**src/rtl/cpu_bus_cycle_pkg.sv**
```systemverilog
package cpu_bus_cycle_pkg;
   typedef enum logic [1:0] {
      CT_FETCH = 2'b00,
      CT_DREAD = 2'b01,
      CT_IOCMD = 2'b10,
      CT_WRITE = 2'b11
   } cyc_type_e;
endpackage

```
**src/rtl/cpu_bus_addr_capture.sv**
```systemverilog
module cpu_bus_addr_capture #(
   parameter int DW = 8
) (
   input  logic                      clk,
   input  logic                      rst,
   input  logic                      t1_stb,
   input  logic                      t2_stb,
   input  logic                      t3_stb,
   input  logic [DW-1:0]             cpu_dout,
   output logic [DW-1:0]             addr_lo,
   output logic [DW-3:0]             addr_hi,
   output cpu_bus_cycle_pkg::cyc_type_e ctype,
   output logic [DW-1:0]             wdata
);
   import cpu_bus_cycle_pkg::*;

   always_ff @(posedge clk) begin
      if (rst) begin
         addr_lo <= '0;
         addr_hi <= '0;
         ctype   <= CT_FETCH;
         wdata   <= '0;
      end else begin
         if (t1_stb) addr_lo <= cpu_dout;
         if (t2_stb) begin
            addr_hi <= cpu_dout[DW-3:0];
            ctype   <= cyc_type_e'(cpu_dout[DW-1:DW-2]);
         end
         if (t3_stb && ctype == CT_WRITE) wdata <= cpu_dout;
      end
   end
endmodule

```
**src/rtl/cpu_bus_rom_window.sv**
```systemverilog
module cpu_bus_rom_window #(
   parameter int HW     = 6,
   parameter int ROM_LO = 0,
   parameter int ROM_HI = 3
) (
   input  logic [HW-1:0] addr_hi,
   output logic          hit
);
   localparam logic [HW-1:0] LO_V = HW'(ROM_LO);
   localparam logic [HW-1:0] HI_V = HW'(ROM_HI);

   if (ROM_LO > ROM_HI || ROM_HI >= (1 << HW)) begin : g_bad_window
      $error("ROM window bounds out of order or out of range");
   end

   if (ROM_LO == ROM_HI) begin : g_single
      assign hit = (addr_hi == LO_V);
   end else if (ROM_LO == 0) begin : g_from_zero
      assign hit = (addr_hi <= HI_V);
   end else begin : g_range
      assign hit = (addr_hi >= LO_V) && (addr_hi <= HI_V);
   end
endmodule

```
**src/rtl/cpu_bus_cycle_seq.sv**
```systemverilog
module cpu_bus_cycle_seq (
   input  logic                         clk,
   input  logic                         rst,
   input  logic                         t2_stb,
   input  logic                         t3_stb,
   input  logic                         mem_edge,
   input  cpu_bus_cycle_pkg::cyc_type_e ctype,
   output logic                         wr_ff,
   output logic                         rd_ff
);
   import cpu_bus_cycle_pkg::*;

   logic pend;
   logic t3_seen;
   logic active;

   assign active = wr_ff | rd_ff;

   always_ff @(posedge clk) begin
      if (rst) begin
         pend    <= 1'b0;
         t3_seen <= 1'b0;
         wr_ff   <= 1'b0;
         rd_ff   <= 1'b0;
      end else begin
         if (t2_stb) pend <= 1'b1;
         if (t3_stb && (pend || active)) t3_seen <= 1'b1;
         if (mem_edge) begin
            if (active && t3_seen) begin
               wr_ff   <= 1'b0;
               rd_ff   <= 1'b0;
               t3_seen <= 1'b0;
            end else if (pend && !active) begin
               wr_ff <= (ctype == CT_WRITE);
               rd_ff <= (ctype != CT_WRITE);
               pend  <= 1'b0;
            end
         end
      end
   end
endmodule

```
**src/rtl/cpu_bus_cycle_ctrl.sv**
```systemverilog
module cpu_bus_cycle_ctrl #(
   parameter int DW     = 8,
   parameter int ROM_LO = 0,
   parameter int ROM_HI = 3
) (
   input  logic              clk,
   input  logic              rst,
   input  logic              t1_stb,
   input  logic              t2_stb,
   input  logic              t3_stb,
   input  logic [DW-1:0]     cpu_dout,
   input  logic              mem_edge,
   input  logic [DW-1:0]     bus_din,
   input  logic [DW-1:0]     rom_din,
   output logic [2*DW-3:0]   bus_addr,
   output logic [DW-1:0]     bus_dout,
   output logic              bus_req,
   output logic              addr_en,
   output logic              rd_cmd,
   output logic              wr_cmd,
   output logic              io_cmd,
   output logic              rd_strobe,
   output logic              rom_sel,
   output logic [DW-1:0]     cpu_din
);
   import cpu_bus_cycle_pkg::*;

   localparam int HW = DW - 2;
   localparam int AW = DW + HW;

   if (DW < 4) begin : g_bad_width
      $error("data width too small for a type field");
   end

   logic [DW-1:0] addr_lo;
   logic [HW-1:0] addr_hi;
   cyc_type_e     ctype;
   logic [DW-1:0] wdata;
   logic [DW-1:0] in_buf;
   logic          wr_ff, rd_ff, rom_hit, mem_read, bus_path;
   logic [AW-1:0] addr_full;

   cpu_bus_addr_capture #(.DW(DW)) u_cap (
      .clk(clk), .rst(rst), .t1_stb(t1_stb), .t2_stb(t2_stb),
      .t3_stb(t3_stb), .cpu_dout(cpu_dout), .addr_lo(addr_lo),
      .addr_hi(addr_hi), .ctype(ctype), .wdata(wdata)
   );

   cpu_bus_rom_window #(.HW(HW), .ROM_LO(ROM_LO), .ROM_HI(ROM_HI)) u_rom (
      .addr_hi(addr_hi), .hit(rom_hit)
   );

   cpu_bus_cycle_seq u_seq (
      .clk(clk), .rst(rst), .t2_stb(t2_stb), .t3_stb(t3_stb),
      .mem_edge(mem_edge), .ctype(ctype), .wr_ff(wr_ff), .rd_ff(rd_ff)
   );

   assign mem_read  = (ctype == CT_FETCH) || (ctype == CT_DREAD);
   assign rom_sel   = rd_ff && mem_read && rom_hit;
   assign bus_path  = wr_ff || (rd_ff && !rom_sel);
   assign addr_full = {addr_hi, addr_lo};

   assign bus_req   = bus_path;
   assign addr_en   = bus_path;
   assign rd_cmd    = rd_ff && mem_read && !rom_hit;
   assign wr_cmd    = wr_ff;
   assign io_cmd    = rd_ff && (ctype == CT_IOCMD);
   assign rd_strobe = rd_ff && !rom_sel && t3_stb;
   assign bus_addr  = addr_en ? addr_full : '0;
   assign bus_dout  = wr_cmd ? wdata : '0;
   assign cpu_din   = rom_sel ? rom_din : in_buf;

   always_ff @(posedge clk) begin
      if (rst) in_buf <= '0;
      else if (rd_strobe) in_buf <= bus_din;
   end
endmodule

```
**config.mk**
```make
export PLATFORM = sky130hd
export DESIGN_NAME = cpu_bus_cycle_ctrl
export DESIGN_NICKNAME = d
export VERILOG_FILES = /design/src/rtl/cpu_bus_cycle_pkg.sv /design/src/rtl/cpu_bus_addr_capture.sv /design/src/rtl/cpu_bus_rom_window.sv /design/src/rtl/cpu_bus_cycle_seq.sv /design/src/rtl/cpu_bus_cycle_ctrl.sv
export SDC_FILE = /design/constraint.sdc
export NUM_CORES = 1
export LEC_CHECK = 0
export BUFFER_PORTS_ARGS = -buffer_cell sky130_fd_sc_hd__buf_2
export CELL_PAD_IN_SITES_DETAIL_PLACEMENT = 1
export CELL_PAD_IN_SITES_GLOBAL_PLACEMENT = 1
export CORE_MARGIN = 2
export CORE_UTILIZATION = 35
export CTS_BUF_LIST = sky130_fd_sc_hd__clkbuf_8 sky130_fd_sc_hd__clkbuf_16
export CTS_CLUSTER_SIZE = 14
export DETAILED_ROUTE_END_ITERATION = 6
export GPL_ROUTABILITY_DRIVEN = 0
export PLACE_DENSITY = 0.78
export SLEW_MARGIN = 10
export SYNTH_ARGS = -nofsm -noshare
export SYNTH_HDL_FRONTEND = slang
export SYNTH_SLANG_ARGS = --single-unit
export TNS_END_PERCENT = 5
```
**constraint.sdc**
```tcl
create_clock -name clk -period 1.7 [get_ports clk]
set_input_delay 0 -clock clk [delete_from_list [all_inputs] [get_ports clk]]
set_output_delay 0 -clock clk [all_outputs]
set_load 0.05 [all_outputs]
```
==> flow_summary.rst <==
.. list-table::
   :header-rows: 1

   * - Metric
     - Value
   * - Start-to-end type of the worst setup path
     - reg2out
   * - Post-Synth Simple-Gate Area
     - 0.217
   * - F_max
     - between 500 and 600 MHz
   * - Residual DRC
     - 0
   * - Library cell contributing the largest single delay on the critical path
     - or4_4
   * - Share of the synthesized area in compound gates (AO/OA/AOI/OAI)
     - 0.0747
   * - Buffer type at the clock tree root
     - clkbuf_8
   * - I/O Buffers
     - 66
   * - Wire length of the first global-routing pass
     - 8440 um
   * - Post-layout min period
     - approximately 1.8 ns
   * - Area of the mapped netlist
     - 1690 um2
   * - Number of H-tree branching levels
     - 2
   * - Top cell type by total area after synthesis
     - dfxtp_1
   * - Count of flip-flops with a built-in enable after synthesis
     - 0
   * - Critical path data required time
     - 1.70 ns
   * - Area contributors post-synth
     - dfxtp_1 (43%), mux2i_1 (19%), nor2_1 (6.2%)
   * - Final setup violating endpoints
     - 20
   * - Average detailed-routed wire length per instance
     - approximately 16 um
   * - Placement Cell Area
     - 2070 um2
   * - Fraction of synthesis flops using an asynchronous set or reset pin
     - 0
   * - Cells along the critical path
     - or4_4, o21ai_4, buf_6, a21boi_1, buf_6
   * - Fin crit share
     - 1.07
   * - Synthesis-to-finish area growth
     - 49.6%
   * - Library cell appearing most often on the critical path
     - buf_6
   * - Slew HR
     - 0.591
   * - Arithmetic-cell share of the synthesized area counting full adders, half adders and majority gates
     - 0
   * - Crit path launch type
     - register
   * - Post-layout instance count excluding filler cells
     - between 300 and 400
   * - Layout cell share with drive strength beyond 1
     - 0.418
   * - Syn_nets
     - 209
   * - Antenna violations before repair
     - 0
   * - Measured slew at the worst slew-check pin
     - a little over 0.6 ns
   * - Static leakage power
     - 0.00122 uW
   * - Critical path data arrival time
     - 1.82 ns
   * - Library cells used by synthesis
     - 27
   * - Clk_lat worst skew
     - 0.29 ns
   * - Crit path max fanout
     - 5
   * - Number of maximum-capacitance violations
     - 0
   * - Antenna-violating nets left
     - 0
   * - Via-to-Cell Ratio
     - between 4 and 5
   * - Vertical die dimension
     - 73.5 um
   * - Number of placed cells counting well taps
     - about 300
   * - Area share of the largest cell type after synthesis
     - 0.426
   * - Category of the worst setup path capture point
     - output port
   * - Vias in the first global route
     - 1661
   * - Register area
     - 728 um2
   * - Post-synthesis mux area share
     - 0.243
   * - Initial Util
     - 0.361
   * - Aggregate negative setup slack
     - -1.39 ns
   * - Post-layout worst setup margin
     - -0.122 ns
   * - Slowest Stage Delay on Critical Path
     - between 0.5 and 0.6 ns
   * - Top Family by Delay on Critical Path
     - simple AND/OR/NAND/NOR gates
   * - Portion of the post-synthesis area used by sequential elements
     - 0.426
   * - Violated checks
     - setup timing
   * - Fill cells
     - 540
   * - Top Ports
     - 67
   * - DRC violation total after the first TritonRoute iteration
     - 60
   * - Worst clock skew
     - 0.00399 ns
   * - Buffer and inverter count on the worst path
     - 2
   * - DIE AREA
     - approximately 5400 um2
   * - CTS Buf Count
     - 5
   * - Half-perimeter wire length after placement
     - 3150 um
   * - Unrepaired setup endpoints after global routing
     - true
   * - Cells after synthesis
     - 179
   * - Class of the tightest hold or removal check
     - in2reg
   * - Status
     - finished, violations left
   * - Ant diodes
     - 0
   * - CTS sink count
     - 36
   * - Row Count
     - 25
   * - Combined area of the multi-input logic cells
     - around 960 um2
   * - Total design power
     - 1890 uW
   * - Number of slew-limit violations in the final report
     - 0
   * - Largest net degree at the start of global routing
     - 39
   * - Clock Path Buffers
     - 2
   * - Final design area excluding fillers
     - 2530 um2
   * - Combinational family with the most area after synthesis
     - multiplexers
   * - Avg Inst Size Synth
     - 9.45 um2
   * - Router iterations before antenna repair
     - 3
   * - Placeable Area
     - 4690 um2
   * - Number of storage elements in the synthesis netlist
     - 36
   * - Horizontal die dimension
     - 73.5 um
   * - CTS tree
     - built
   * - CTS clk-pin slew, worst paths
     - 0.07 ns
   * - Main flop type after synthesis
     - dfxtp_1
   * - Total wire length after detailed routing
     - 5220 um
   * - Maximum ir drop on the vdd rail
     - 0.564 mV
   * - Total Nets Final
     - roughly 300
   * - Total Routing Usage GR
     - 0.210
   * - Xor/xnor share of the synthesized area
     - 0
   * - Hold violation total from the final report
     - 0
   * - Count of warnings emitted by yosys
     - 0
   * - DR vias
     - 1589
   * - Global route overflow
     - 0
   * - PD cells
     - ~750 nW/um2
==> placed cells by master (no fill, tap or decap), types with 8 or more instances in the layout <==
| master | Yosys | routed |
|---|---|---|
| buf_2 | 3 | 54 |
| buf_4 | 2 | 8 |
| nor2_1 | 28 | 28 |
| buf_6 | 0 | 12 |
| mux2_2 | 8 | 8 |
| a21boi_2 | 0 | 9 |
| and2_1 | 8 | 8 |
| dlygate4sd3_1 | 0 | 17 |
| nand2b_1 | 16 | 16 |
| dfxtp_1 | 36 | 30 |
| mux2i_1 | 32 | 32 |
==> flip-flops by register name, indices dropped and copies added (netlist names) <==
| name | flops |
|---|---|
| u_seq.wr_ff | 1 |
| u_cap.wdata | 8 |
| u_seq.rd_ff | 1 |
| in_buf | 8 |
| u_cap.addr_lo | 8 |
| u_seq.t3_seen | 1 |
| u_cap.addr_hi | 6 |
| u_cap.ctype | 2 |
| u_seq.pend | 1 |
==> worst paths after layout <==
path / to / cells past startpoint / slack [ns] / start
worst max-delay path: bus_addr[1] / 5 / -0.12 / u_cap.addr_hi[5]
worst min-delay path: u_seq.t3_seen / 3 / 0.05 / t3_stb
worst max register to register: u_seq.wr_ff / 3 / 0.39 / u_seq.wr_ff
worst min register to register: in_buf[5] / 2 / 0.48 / in_buf[5]
==> worst register-to-register path, cell delays in order, from the launching register on <==
cell,delay (ns)
dfxtp_1,0.40
inv_1,0.50
a21oi_1,0.09
o21ba_2,0.21
==> kinds of logic (layout without fill, tap and decap cells) <==
group	after synthesis	after routing
flops	36	36
mux	40	40
simple gates	71	71
buf+inv	15	104
compound gates	17	17
==> synthesized netlist by cell type (2+ instances only) <==
master    instances
nor3_1            2
clkbuf_1          7
dfxtp_1          36
buf_4             2
inv_1             3
a21oi_1           3
buf_2             3
mux2i_1          32
and2_1            8
nand2_1           6
a21boi_0          9
nor2b_1           4
nor2_1           28
nand2b_1         16
mux2_2            8
==> metrics by stage <==
stage	setup WS (ns)	hold slack [ns]	utilization
finish	-0.122	0.0546	0.539
detailed placement	0.176	0.273	0.441
global placement	0.200	0.263	0.441
global route	-0.187	0.0808	0.539
floorplan	-0.0748	0.109	-
CTS	-0.0832	0.0541	0.536
==> repair_timing <==
action / 4_1_cts / 5_1_grt
hold endpoints to repair: 26 / 0
cloned: 1 / 0
endpoints found under the setup margin: 20 / 22
resized for setup: 44 / 5
buffers inserted: 4 / 0
hold buffers: 17 / 0
pin swaps: 8 / 1
==> report_power, final <==
group	switching [uW]	leakage, uW	internal [uW]
sequential	31.7	0.000296	879
clock	309	0.0000486	323
combinational	187	0.000871	156
==> per-layer routing <==
layer | part of all wire | vias up | GRT usage
met5 | 0 | - | 0
met1 | 0.42 | 779 | 0.257
li1 | - | 775 | -
met4 | 0.0096 | 0 | 0.0808
met3 | 0.026 | 4 | 0.0494
met2 | 0.54 | 31 | 0.356
==> area by class of cell <==
| cell class | count | area share |
|---|---|---|
| inverter | 3 | 0.00445 |
| clock inverter | 2 | 0.00445 |
| multi-input combinational | 128 | 0.381 |
| timing repair buffer | 93 | 0.263 |
| clock buffer | 6 | 0.0326 |
| sequential | 36 | 0.288 |
| tap | 54 | 0.0267 |
Note: power is estimated with default switching activity, not from simulation.
